$ cat src/rtl/dring_pkg.sv
package dring_pkg;
  localparam int unsigned LEG_SHIFT  = 3;
  localparam int unsigned WIDE_SHIFT = 4;
  localparam int unsigned HI_W       = 8;
  typedef enum logic {RING_TX = 1'b0, RING_RX = 1'b1} ring_e;
endpackage

$ cat src/rtl/dring_cfg.sv
module dring_cfg import dring_pkg::*; #(
  parameter int unsigned ADDR_W   = 32,
  parameter int unsigned IDX_W    = 16,
  parameter int unsigned LEG_MAX  = 128,
  parameter int unsigned WIDE_MAX = 512
) (
  input  logic              leg_i,
  input  logic              direct_i,
  input  logic [ADDR_W-1:0] base_i,
  input  logic [IDX_W-1:0]  len_i,
  output logic [ADDR_W-1:0] base_o,
  output logic [IDX_W-1:0]  len_o,
  output logic              mis_o
);
  localparam logic [IDX_W-1:0] LEG_MAX_V  = IDX_W'(LEG_MAX);
  localparam logic [IDX_W-1:0] WIDE_MAX_V = IDX_W'(WIDE_MAX);

  logic [IDX_W-1:0] cap, clamped;

  always_comb begin
    if (leg_i) begin
      mis_o  = |base_i[LEG_SHIFT-1:0];
      base_o = {base_i[ADDR_W-1:LEG_SHIFT], {LEG_SHIFT{1'b0}}};
    end else begin
      mis_o  = |base_i[WIDE_SHIFT-1:0];
      base_o = {base_i[ADDR_W-1:WIDE_SHIFT], {WIDE_SHIFT{1'b0}}};
    end
    cap     = leg_i ? LEG_MAX_V : WIDE_MAX_V;
    clamped = (!direct_i && (len_i > cap)) ? cap : len_i;
    len_o   = (clamped == '0) ? IDX_W'(1) : clamped;
  end
endmodule

$ cat src/rtl/dring_ptr.sv
module dring_ptr #(
  parameter int unsigned IDX_W = 16
) (
  input  logic             clk_i,
  input  logic             rst_ni,
  input  logic             clr_i,
  input  logic             adv_i,
  input  logic [IDX_W-1:0] len_i,
  output logic [IDX_W-1:0] idx_o
);
  logic last;
  assign last = (idx_o >= len_i - IDX_W'(1));

  always_ff @(posedge clk_i or negedge rst_ni) begin
    if (!rst_ni)     idx_o <= '0;
    else if (clr_i)  idx_o <= '0;
    else if (adv_i)  idx_o <= last ? '0 : idx_o + IDX_W'(1);
  end
endmodule

$ cat src/rtl/dring_addr.sv
module dring_addr import dring_pkg::*; #(
  parameter int unsigned ADDR_W = 32,
  parameter int unsigned IDX_W  = 16
) (
  input  logic              leg_i,
  input  logic [ADDR_W-1:0] base_i,
  input  logic [IDX_W-1:0]  idx_i,
  input  logic [HI_W-1:0]   hi_i,
  output logic [ADDR_W-1:0] addr_o
);
  logic [ADDR_W-1:0] off, sum;

  always_comb begin
    off = leg_i ? (ADDR_W'(idx_i) << LEG_SHIFT) : (ADDR_W'(idx_i) << WIDE_SHIFT);
    sum = base_i + off;
    // legacy mode: top byte replaced by control register byte
    addr_o = leg_i ? {hi_i, sum[ADDR_W-HI_W-1:0]} : sum;
  end
endmodule

$ cat src/rtl/desc_ring_agu.sv
module desc_ring_agu import dring_pkg::*; #(
  parameter int unsigned ADDR_W   = 32,
  parameter int unsigned IDX_W    = 16,
  parameter int unsigned LEG_MAX  = 128,
  parameter int unsigned WIDE_MAX = 512
) (
  input  logic              clk_i,
  input  logic              rst_ni,
  input  logic [1:0]        style_i,
  input  logic              len_direct_i,
  input  logic              init_i,
  input  logic [ADDR_W-1:0] tx_base_i,
  input  logic [ADDR_W-1:0] rx_base_i,
  input  logic [IDX_W-1:0]  tx_len_i,
  input  logic [IDX_W-1:0]  rx_len_i,
  input  logic [15:0]       upper_reg_i,
  input  logic              poll_i,
  input  logic              poll_ring_i,
  input  logic              own_vld_i,
  input  logic              own_ring_i,
  input  logic              own_bit_i,
  output logic              addr_vld_o,
  output logic              addr_ring_o,
  output logic [ADDR_W-1:0] addr_o,
  output logic              grant_o,
  output logic              wait_o,
  output logic              align_err_o,
  output logic [IDX_W-1:0]  tx_idx_o,
  output logic [IDX_W-1:0]  rx_idx_o
);
  localparam int unsigned NRING = 2;

  logic              leg_in, leg_q;
  logic [ADDR_W-1:0] base_in  [NRING];
  logic [ADDR_W-1:0] base_al  [NRING];
  logic [ADDR_W-1:0] base_q   [NRING];
  logic [IDX_W-1:0]  len_in   [NRING];
  logic [IDX_W-1:0]  len_eff  [NRING];
  logic [IDX_W-1:0]  len_q    [NRING];
  logic [IDX_W-1:0]  idx      [NRING];
  logic [NRING-1:0]  mis, adv;
  logic [ADDR_W-1:0] addr_nxt;
  logic              own_ok;

  assign leg_in     = (style_i == 2'd0);
  assign base_in[0] = tx_base_i;
  assign base_in[1] = rx_base_i;
  assign len_in[0]  = tx_len_i;
  assign len_in[1]  = rx_len_i;
  assign own_ok     = own_vld_i && !init_i;

  for (genvar r = 0; r < NRING; r++) begin : g_ring
    dring_cfg #(
      .ADDR_W(ADDR_W), .IDX_W(IDX_W), .LEG_MAX(LEG_MAX), .WIDE_MAX(WIDE_MAX)
    ) u_cfg (
      .leg_i   (leg_in),
      .direct_i(len_direct_i),
      .base_i  (base_in[r]),
      .len_i   (len_in[r]),
      .base_o  (base_al[r]),
      .len_o   (len_eff[r]),
      .mis_o   (mis[r])
    );

    assign adv[r] = own_ok && own_bit_i && (own_ring_i == 1'(r));

    dring_ptr #(.IDX_W(IDX_W)) u_ptr (
      .clk_i (clk_i),
      .rst_ni(rst_ni),
      .clr_i (init_i),
      .adv_i (adv[r]),
      .len_i (len_q[r]),
      .idx_o (idx[r])
    );

    always_ff @(posedge clk_i or negedge rst_ni) begin
      if (!rst_ni) begin
        base_q[r] <= '0;
        len_q[r]  <= IDX_W'(1);
      end else if (init_i) begin
        base_q[r] <= base_al[r];
        len_q[r]  <= len_eff[r];
      end
    end
  end

  assign tx_idx_o = idx[RING_TX];
  assign rx_idx_o = idx[RING_RX];

  dring_addr #(.ADDR_W(ADDR_W), .IDX_W(IDX_W)) u_addr (
    .leg_i (leg_q),
    .base_i(poll_ring_i ? base_q[1] : base_q[0]),
    .idx_i (poll_ring_i ? idx[1] : idx[0]),
    .hi_i  (upper_reg_i[15:8]),
    .addr_o(addr_nxt)
  );

  always_ff @(posedge clk_i or negedge rst_ni) begin
    if (!rst_ni) begin
      leg_q       <= 1'b1;
      align_err_o <= 1'b0;
      addr_vld_o  <= 1'b0;
      addr_ring_o <= 1'b0;
      addr_o      <= '0;
      grant_o     <= 1'b0;
      wait_o      <= 1'b0;
    end else begin
      if (init_i) begin
        leg_q       <= leg_in;
        align_err_o <= |mis;
      end
      addr_vld_o <= poll_i && !init_i;
      if (poll_i && !init_i) begin
        addr_ring_o <= poll_ring_i;
        addr_o      <= addr_nxt;
      end
      grant_o <= own_ok && own_bit_i;
      wait_o  <= own_ok && !own_bit_i;
    end
  end
endmodule

$ cat config.mk
export PLATFORM = sky130hd
export DESIGN_NAME = desc_ring_agu
export DESIGN_NICKNAME = d
export VERILOG_FILES = /design/src/rtl/dring_pkg.sv /design/src/rtl/dring_cfg.sv /design/src/rtl/dring_ptr.sv /design/src/rtl/dring_addr.sv /design/src/rtl/desc_ring_agu.sv
export SDC_FILE = /design/constraint.sdc
export NUM_CORES = 1
export LEC_CHECK = 0
export BUFFER_PORTS_ARGS = -buffer_cell sky130_fd_sc_hd__buf_2
export CAP_MARGIN = 40
export CORE_MARGIN = 2
export CORE_UTILIZATION = 25
export CTS_CLUSTER_DIAMETER = 30
export CTS_CLUSTER_SIZE = 20
export DETAILED_ROUTE_END_ITERATION = 6
export PLACE_DENSITY = 0.53
export SLEW_MARGIN = 25
export SYNTH_ARGS = -nofsm -noshare
export SYNTH_HDL_FRONTEND = slang
export SYNTH_HIERARCHICAL = 1
export SYNTH_SLANG_ARGS = --single-unit
$ cat constraint.sdc
create_clock -name clk_i -period 4.85 [get_ports clk_i]
set_clock_uncertainty 0.05 [all_clocks]
set_input_delay 0.97 -clock clk_i [delete_from_list [all_inputs] [get_ports clk_i]]
set_output_delay 0.97 -clock clk_i [all_outputs]
set_load 0.03 [all_outputs]
==> impl_metrics.csv, run 1 <==
group,metric,value,unit
drt,vias_per_cell,4.558,
setup_path,crit_path_start,"poll_ring_i",
yosys,synth_common_cells,"165 x mux2_2, 163 x dfrtp_1, 78 x buf_4, 60 x nand2_1, 57 x ha_1",
placement,dpl_cell_area,12340,um2
power,clock_power_share,0.362,
timing,whs,0.3165,ns
yosys,synth_warnings,6,
yosys,ys_async_sr_fraction,1.000,
setup_path,arrival,4.25,ns
placement,gp_congestion,0.8136,
global_route,grt_use_total,0.1373,
timing,hold_viol,0,
placement,dp_slack,0.3795,ns
yosys,synthTopCellsByArea,"dfrtp_1 36%, mux2_2 17%, ha_1 6.3%, buf_4 5.2%, mux2_4 4.1%",
clock_network,h-tree-depth,4,
yosys,syn_avg_cell_area,10.79,um2
setup_path,path_class,"in -> reg",
drt,drt_iter0_markers,373,
yosys,synth_top_area_frac,0.3626,
finish,fin_cells,1772,
finish,nNetsFinal,1347,
yosys,synth_seq_cells,166,
yosys,synth-edff-count,0,
finish,drive_above_1_share,0.3969,
yosys,seq_area_frac_synth,0.3696,
die,num_rows,77,
setup_path,crit_chain,"buf_2, buf_12, mux2_2, ha_1, fa_1, a21o_2, a31o_2, a31o_2, o211ai_1, a21boi_0, xor2_1, mux2_4",
yosys,yosysMostFrequentCell,"mux2_2",
power,seqPwrFrac,0.403,
die,fp.dieArea,46710,um2
die,coreArea,44320,um2
drt,routedWlPerCell,17.30,um
timing,layout_setup_ws,0.9131,ns
power,p_comb_frac,0.235,
timing,setup_tns,0,ns
clock_network,ctsResizeCount,0,
placement,numPlacedInstances,1737,
die,initial_core_util,0.2538,
clock_network,holdBufCountCts,0,
power,p_per_area,310.3,nW/um2
clock_network,clock_latency,0.48,ns
status,status,"completed",
setup_path,critPathLaunchType,"input pin",
drt,drcViolationCount,0,
setup_path,critPathMaxFanout,13,
timing,final_max_slew_viol_count,0,
power,max-vdd-ir-drop,0.0002293,V
yosys,ys.flop_type,"dfrtp_1",
clock_network,clkTransAtPathRegs,0.08,ns
drt,routed_wl,30660,um
die,num_io_pins,192,
clock_network,numCtsBuffers,17,
timing,period_needed,3.937,ns
yosys,synth_area_leader_cell,"dfrtp_1",
power,p_int,2.753,mW
clock_network,cts_tree,"built",
timing,finalSetupViolations,0,
drt,dr.pass1.iters,4,
setup_path,path_buf_inv,2,
die,die_h,216.1,um
timing,worst_slew_pin_slew,0.7229,ns
timing,fmax,0.2540,GHz
power,netSwitchingPower,1.281,mW
finish,area_delta_synth_final,15.58,%
power,power_leakage,5.799,nW
timing,post-route-period-util,0.8117,
clock_network,clockRootBuffer,"clkbuf_16",
timing,rsz0062_at_grt,"no",
clock_network,cts_buffer_depth,2,
finish,utilization,0.2934,
setup_path,crit_family,"compound AO/OA/AOI/OAI gates",
worst_hold_path,hold_path.class,"in -> async",
clock_network,cts.sink_count,166,
placement,dp_hpwl,23520,um
die,die_x,216.1,um
global_route,grt_pass1_wl,48530,um
setup_path,r2r_start,"leg_q",
drt,ant_nets,0,
setup_path,cp_slowest_cell,"fa_1",
placement,io_buffers,183,
global_route,grt_max_degree,69,
setup_path,cp_slowest_stage_delay,0.40,ns
drt,num_vias,8077,
global_route,grt_pass1_vias,8385,
global_route,antenna_found_initial,1,
power,p_sw_frac,0.3176,
setup_path,required,5.16,ns
power,power.total,4.035,mW
yosys,synth_cell_types,73,
setup_path,crit_top_cell,"a31o_2",
finish,final_area,13000,um2
global_route,grt.overflow.total,0,
yosys,netlist_instances,1043,
run,max_cap_violations,0,
setup_path,cp-end-kind,"register",
clock_network,cts_setup_buffers,0,
timing,relSlewSlack,0.5176,
yosys,syn-cell-area,11250,um2
-- logic make-up (layout without fill, tap and decap cells) --
| group | count (synthesis) | count (layout) | share of synthesized area |
|---|---|---|---|
| adders and majority gates | 58 | 58 | 0.06518 |
| and+or+nand+nor | 288 | 288 | 0.1460 |
| buffers and inverters | 126 | 258 | 0.07496 |
| other | 2 | 7 | 0.0006676 |
| DFF | 166 | 166 | 0.3696 |
| xor gates and xnor gates | 51 | 51 | 0.03971 |
| AOI/OAI and AO/OA | 146 | 146 | 0.08842 |
| muxes | 206 | 206 | 0.2154 |
-- placed cells by master, fill, tap and decap left out, drive strengths merged, types with 3 or more instances in the layout --
cell / count
ha: 57
nand3b: 4
a21oi: 40
nand4: 22
clkinv: 5
nor2b: 10
o21ai: 33
nor2: 42
a2111o: 4
or3: 3
a31o: 3
buf: 199
nand2b: 7
nand3: 45
a211oi: 5
conb: 6
nand2: 60
dfrtp: 163
mux2: 196
o211ai: 14
a211o: 3
and2: 29
or2: 6
xnor2: 35
nor4: 12
a22oi: 5
and4: 6
nor3b: 8
dfstp: 3
or4: 4
a21o: 9
and3: 5
inv: 34
clkbuf: 18
a31oi: 9
o21a: 8
xor2: 16
mux2i: 10
nor3: 21
-- area by class of cell --
class	instances	area (um2)
antenna	1	2.502
clock buffer	18	439.2
clock inverter	14	186.4
fill	4631	31320
inverter	27	101.3
multi-input combinational	755	6276
sequential	166	4158
tap	592	740.7
timing repair buffer	199	1099
-- path summary, 6_finish.rpt --
path | end | slack [ns] | cells after the start
max | addr_o[21] | 0.91 | 12
min | g_ring[0].u_ptr/idx_o[5] | 0.32 | 1
max reg2reg | addr_o[25] | 1.22 | 10
min reg2reg | base_q[48] | 0.45 | 1
max in group asynchronous | base_q[37] | 3.33 | 3
min in group clk_i | base_q[48] | 0.45 | 1
-- flip-flops by register name, summed over array words and instances, names as in the netlist --
register,flops
addr_o,32
addr_ring_o,1
addr_vld_o,1
align_err_o,1
base_q,64
g_ring.u_ptr/idx_o,32
grant_o,1
leg_q,1
len_q,32
wait_o,1
-- layer usage --
layer	wire, um	global-route usage	vias to the layer above	share of wire
met5	0	0	-	0
met4	427	0.04384	0	0.014
met3	1510	0.03425	26	0.049
met2	14520	0.2214	138	0.47
met1	14200	0.1802	3953	0.46
li1	-	-	3960	-
-- power groups by stage --
stage / logic (mW) / registers, mW / clock network, mW
after global placement: 0.942 / 1.65 / 0
final: 0.949 / 1.62 / 1.46
after floorplan: 0.577 / 1.76 / 0
after global routing: 1.05 / 1.65 / 1.58
after CTS: 0.962 / 1.63 / 1.54
after detailed placement: 0.956 / 1.65 / 0
(Power assumes the default switching activity.)
==> inputs of run 2 (changes only) <==
==> constraint.sdc (replaced) <==
create_clock -name clk_i -period 4.1 [get_ports clk_i]
set_clock_uncertainty 0.05 [all_clocks]
set_input_delay 0.82 -clock clk_i [delete_from_list [all_inputs] [get_ports clk_i]]
set_output_delay 0.82 -clock clk_i [all_outputs]
set_load 0.03 [all_outputs]
==> run 2 against run 1 <==
Compared with the run above: non-clock buffer count is 30 higher; largest cell class unchanged; largest power group unchanged; via count is 2.6% higher; power is 17% higher; clock power is 13% higher; cell count is 1.7% higher; clock-buffer cell count stayed put.
==> impl_metrics.csv, run 2 (synthesized netlist as in run 1, its figures left out) <==
group,metric,value,unit
status,status,"completed",
global_route,grt_pass1_wl,48240,um
timing,hold_viol,0,
clock_network,clockRootBuffer,"clkbuf_16",
timing,finalSetupViolations,0,
timing,post-route-period-util,0.8955,
finish,drive_above_1_share,0.4094,
drt,ant_nets,0,
clock_network,clkTransAtPathRegs,0.07,ns
drt,vias_per_cell,4.601,
timing,rsz0062_at_grt,"no",
finish,final_common_cell,"buf_2",
run,max_cap_violations,0,
drt,drcViolationCount,0,
drt,routed_wl,30550,um
setup_path,r2r_slack,0.57,ns
timing,fmax,0.2724,GHz
setup_path,path_class,"in -> reg",
timing,relSlewSlack,0.5239,
timing,worst_slew_pin_slew,0.7142,ns
timing,period_needed,3.671,ns
setup_path,cp-end-kind,"register",
die,initial_core_util,0.2538,
die,coreArea,44320,um2
global_route,grt_pass1_vias,8516,
finish,largest_reg_flops,64,
timing,setup_tns,0,ns
placement,dp_slack,-0.07228,ns
die,die_x,216.1,um
clock_network,cts_buffer_depth,2,
clock_network,numCtsBuffers,17,
clock_network,h-tree-depth,4,
setup_path,required,4.40,ns
finish,largest-register,"base_q",
die,num_io_pins,192,
placement,io_buffers,183,
finish,fin_cells,1802,
setup_path,reg2reg_depth,10,
drt,drt_iter0_markers,434,
clock_network,cts_setup_buffers,0,
clock_network,ctsResizeCount,0,
finish,nNetsFinal,1377,
die,die_h,216.1,um
clock_network,holdBufCountCts,0,
timing,whs,0.2174,ns
clock_network,cts.sink_count,166,
worst_hold_path,hold_path.class,"in -> async",
clock_network,clock_latency,0.46,ns
die,num_rows,77,
timing,layout_setup_ws,0.4285,ns
drt,num_vias,8291,
drt,routedWlPerCell,16.95,um
global_route,grt_max_degree,79,
power,power.total,4.713,mW
placement,gp_congestion,0.7930,
timing,final_max_slew_viol_count,0,
placement,numPlacedInstances,1765,
clock_network,cts_tree,"built",
setup_path,critPathMaxFanout,13,
finish,area_delta_synth_final,17.60,%
setup_path,arrival,3.97,ns
power,power_leakage,5.945,nW
power,p_per_area,356.2,nW/um2
power,max-vdd-ir-drop,0.0003011,V
global_route,antenna_found_initial,3,
drt,dr.pass1.iters,4,
die,fp.dieArea,46710,um2
setup_path,critPathLaunchType,"input pin",
global_route,grt.overflow.total,0,
global_route,grt_use_total,0.1349,
finish,final_cell_mix,"182 x buf_2, 165 x mux2_2, 163 x dfrtp_1, 60 x nand2_1, 57 x ha_1",
placement,dp_hpwl,23580,um
run 2: changes by cell type in the layout (fill, tap and decap cells not counted):
cell and change:
buf_4 +28, buf_12 +3, inv_8 -3, clkinvlp_4 +2, nor2_1 +2, nor2_2 -2
buf_6 -1, clkbuf_1 +1, clkbuf_8 -1, clkinv_4 +1, clkinv_8 -1, inv_6 +1
run 2: path summary, 6_finish.rpt:
check,to,from
worst max-delay path,addr_o[21],poll_ring_i
worst min-delay path,base_q[59],rst_ni
worst max register to register,addr_o[26],leg_q
worst min register to register,base_q[16],base_q[16]
max in group asynchronous,len_q[0],rst_ni
min in group clk_i,base_q[16],base_q[16]
run 2: cell type report:
cell class	instances	area [um2]
fill	4635	31090
multi-input combinational	755	6271
sequential	166	4158
timing repair buffer	229	1358
tap	592	740.7
clock buffer	18	429.2
clock inverter	14	168.9
inverter	27	101.3
antenna	1	2.502
run 2: routing by layer:
metal  GRT usage  wire length (um)  vias up
met5           0                26        -
met4     0.03516               386        4
met3     0.03818              1613       26
met2      0.2221             14480      134
met1      0.1734             14040     4108
li1            -                 -     4019
run 2: worst max-delay path, cell delays in order:
cell and delay, ns:
buf_2 0.15, buf_12 0.15, mux2_2 0.38, and2_1 0.15
ha_1 0.20, fa_1 0.40, a21o_2 0.24, a31o_2 0.29
a31o_2 0.26, o211ai_1 0.21, buf_4 0.17, a21boi_0 0.09
xor2_1 0.17, mux2_4 0.27
run 2: through the flow:
| stage | utilization | cell area (um2) |
|---|---|---|
| floorplan | - | 11260 |
| global placement | 0.2834 | 12560 |
| detailed placement | 0.2834 | 12560 |
| CTS | 0.2969 | 13160 |
| global route | 0.2984 | 13230 |
| finish | 0.2985 | 13230 |
run 2: power by group:
group          internal (mW)  total (mW)  switching [mW]  leakage [nW]
registers               1.81        1.92           0.111          2.05
clock network          0.914        1.65           0.735         0.287
logic                  0.522        1.14           0.621          3.61
==> inputs of run 3 (changes only) <==
--- a/config.mk
+++ b/config.mk
@@ -8,11 +8,11 @@
 export BUFFER_PORTS_ARGS = -buffer_cell sky130_fd_sc_hd__buf_2
 export CAP_MARGIN = 40
 export CORE_MARGIN = 2
-export CORE_UTILIZATION = 25
+export CORE_UTILIZATION = 58
 export CTS_CLUSTER_DIAMETER = 30
 export CTS_CLUSTER_SIZE = 20
 export DETAILED_ROUTE_END_ITERATION = 6
-export PLACE_DENSITY = 0.53
+export PLACE_DENSITY = 0.93
 export SLEW_MARGIN = 25
 export SYNTH_ARGS = -nofsm -noshare
 export SYNTH_HDL_FRONTEND = slang
==> run 3 against run 2 <==
Compared with the run above: non-clock buffer count fell by 19; utilization rose by 37 points; worst setup slack got worse by 0.072 ns; critical endpoint unchanged; fmax fell by 1.9%; cell count fell by 19%; flip-flop and latch count did not move.
==> impl_metrics.csv, run 3 (synthesized netlist as in run 1, its figures left out) <==
group,metric,value,unit
die,num_io_pins,192,
placement,io_buffers,183,
timing,rsz0062_at_grt,"no",
die,initial_core_util,0.5954,
power,max-vdd-ir-drop,0.0004307,V
clock_network,clockRootBuffer,"clkbuf_16",
setup_path,required,4.37,ns
run,max_cap_violations,0,
global_route,antenna_found_initial,2,
drt,drt_iter0_markers,756,
timing,worst_slew_pin_slew,0.7635,ns
setup_path,cp_slowest_stage_delay,0.42,ns
finish,final_area,12580,um2
setup_path,path_buf_inv,1,
drt,dr.pass1.iters,5,
setup_path,cp-end-kind,"register",
drt,ant_nets,0,
clock_network,h-tree-depth,4,
drt,routed_wl,27340,um
drt,vias_per_cell,5.968,
drt,drcViolationCount,0,
timing,finalSetupViolations,0,
die,fp.dieArea,20530,um2
placement,dp_hpwl,19910,um
setup_path,critPathMaxFanout,7,
clock_network,clock_latency,0.43,ns
finish,drive_above_1_share,0.4008,
power,p_per_area,367.7,nW/um2
finish,final_common_cell,"buf_2",
setup_path,path_class,"in -> reg",
setup_path,cp_slowest_cell,"o211ai_1",
global_route,grt.overflow.total,0,
finish,nNetsFinal,1358,
finish,area_delta_synth_final,11.87,%
timing,hold_viol,0,
clock_network,cts_setup_buffers,0,
die,num_rows,50,
die,coreArea,18890,um2
setup_path,arrival,4.01,ns
timing,post-route-period-util,0.9130,
placement,gp_congestion,0.9437,
global_route,grt_use_total,0.2698,
timing,fmax,0.2671,GHz
die,die_x,143.3,um
timing,final_max_slew_viol_count,0,
setup_path,critPathLaunchType,"input pin",
placement,dpl_cell_area,11990,um2
timing,setup_tns,0,ns
clock_network,cts_tree,"built",
drt,routedWlPerCell,18.83,um
clock_network,ctsResizeCount,0,
global_route,grt_max_degree,71,
finish,utilization,0.6661,
die,die_h,143.3,um
clock_network,holdBufCountCts,0,
timing,whs,0.3581,ns
clock_network,cts_buffer_depth,2,
finish,largest_reg_flops,64,
timing,period_needed,3.743,ns
timing,relSlewSlack,0.4910,
clock_network,numCtsBuffers,17,
global_route,grt_pass1_wl,43700,um
setup_path,crit_family,"compound AO/OA/AOI/OAI gates",
worst_hold_path,hold_path.class,"in -> async",
clock_network,clkTransAtPathRegs,0.07,ns
global_route,grt_pass1_vias,8720,
setup_path,crit_top_cell,"a31o_2",
power,power_leakage,5.815,nW
finish,final_cell_mix,"182 x buf_2, 165 x mux2_2, 163 x dfrtp_1, 60 x nand2_1, 57 x ha_1",
status,status,"completed",
clock_network,cts.sink_count,166,
setup_path,crit_chain,"buf_2, mux2_2, and2_1, ha_1, fa_1, a21o_2, a31o_2, a31o_2, o211ai_1, a21boi_0, xor2_1, mux2_4",
finish,largest-register,"base_q",
drt,num_vias,8665,
-- run 3: cell count changes in the layout (fill, tap and decap cells not counted), moves of 2 or more --
| cell | previous run | this run |
|---|---|---|
| buf_12 | 4 | 2 |
| buf_16 | 2 | 0 |
| buf_4 | 40 | 24 |
| clkbuf_8 | 0 | 2 |
| clkinv_2 | 1 | 3 |
-- run 3: worst paths after layout --
path | startpoint | end | slack, ns | depth (start not counted)
max | poll_ring_i | addr_o[21] | 0.36 | 12
min | rst_ni | addr_o[23] | 0.36 | 1
max reg2reg | len_q[7] | g_ring[1].u_ptr/idx_o[8] | 0.46 | 12
min reg2reg | base_q[36] | base_q[36] | 0.45 | 1
max in group asynchronous | rst_ni | len_q[16] | 2.73 | 2
min in group clk_i | base_q[36] | base_q[36] | 0.45 | 1
-- run 3: report_power, final --
| group | leakage (nW) | switching (mW) | internal (mW) |
|---|---|---|---|
| sequential | 2.05 | 0.125 | 1.81 |
| clock | 0.281 | 0.693 | 0.875 |
| combinational | 3.48 | 0.614 | 0.508 |
| total | 5.82 | 1.43 | 3.19 |
-- run 3: cell type report --
class	count	area (um2)
diodes	2	5.005
clock buffers	19	452.9
clock inverters	13	121.4
fillers	1421	6309
inverters	27	101.3
multi-input cells	755	6271
flip-flops and latches	166	4158
well taps	260	325.3
repair buffers	210	1150
-- run 3: metrics by stage --
step | setup WS [ns] | cells | power (mW)
after floorplan | 0.3038 | 1047 | 2.769
after global placement | 0.02298 | 1416 | 3.015
after detailed placement | -0.02523 | 1416 | 3.071
after CTS | 0.1666 | 1448 | 4.652
after global routing | 0.2528 | 1452 | 4.833
final | 0.3567 | 1452 | 4.627
-- run 3: routing by layer --
metal	part of all wire	global-route usage	up-vias
met5	0	0	-
met4	0.033	0.09907	0
met3	0.067	0.05667	86
met2	0.49	0.4465	382
met1	0.41	0.3505	4221
li1	-	-	3976
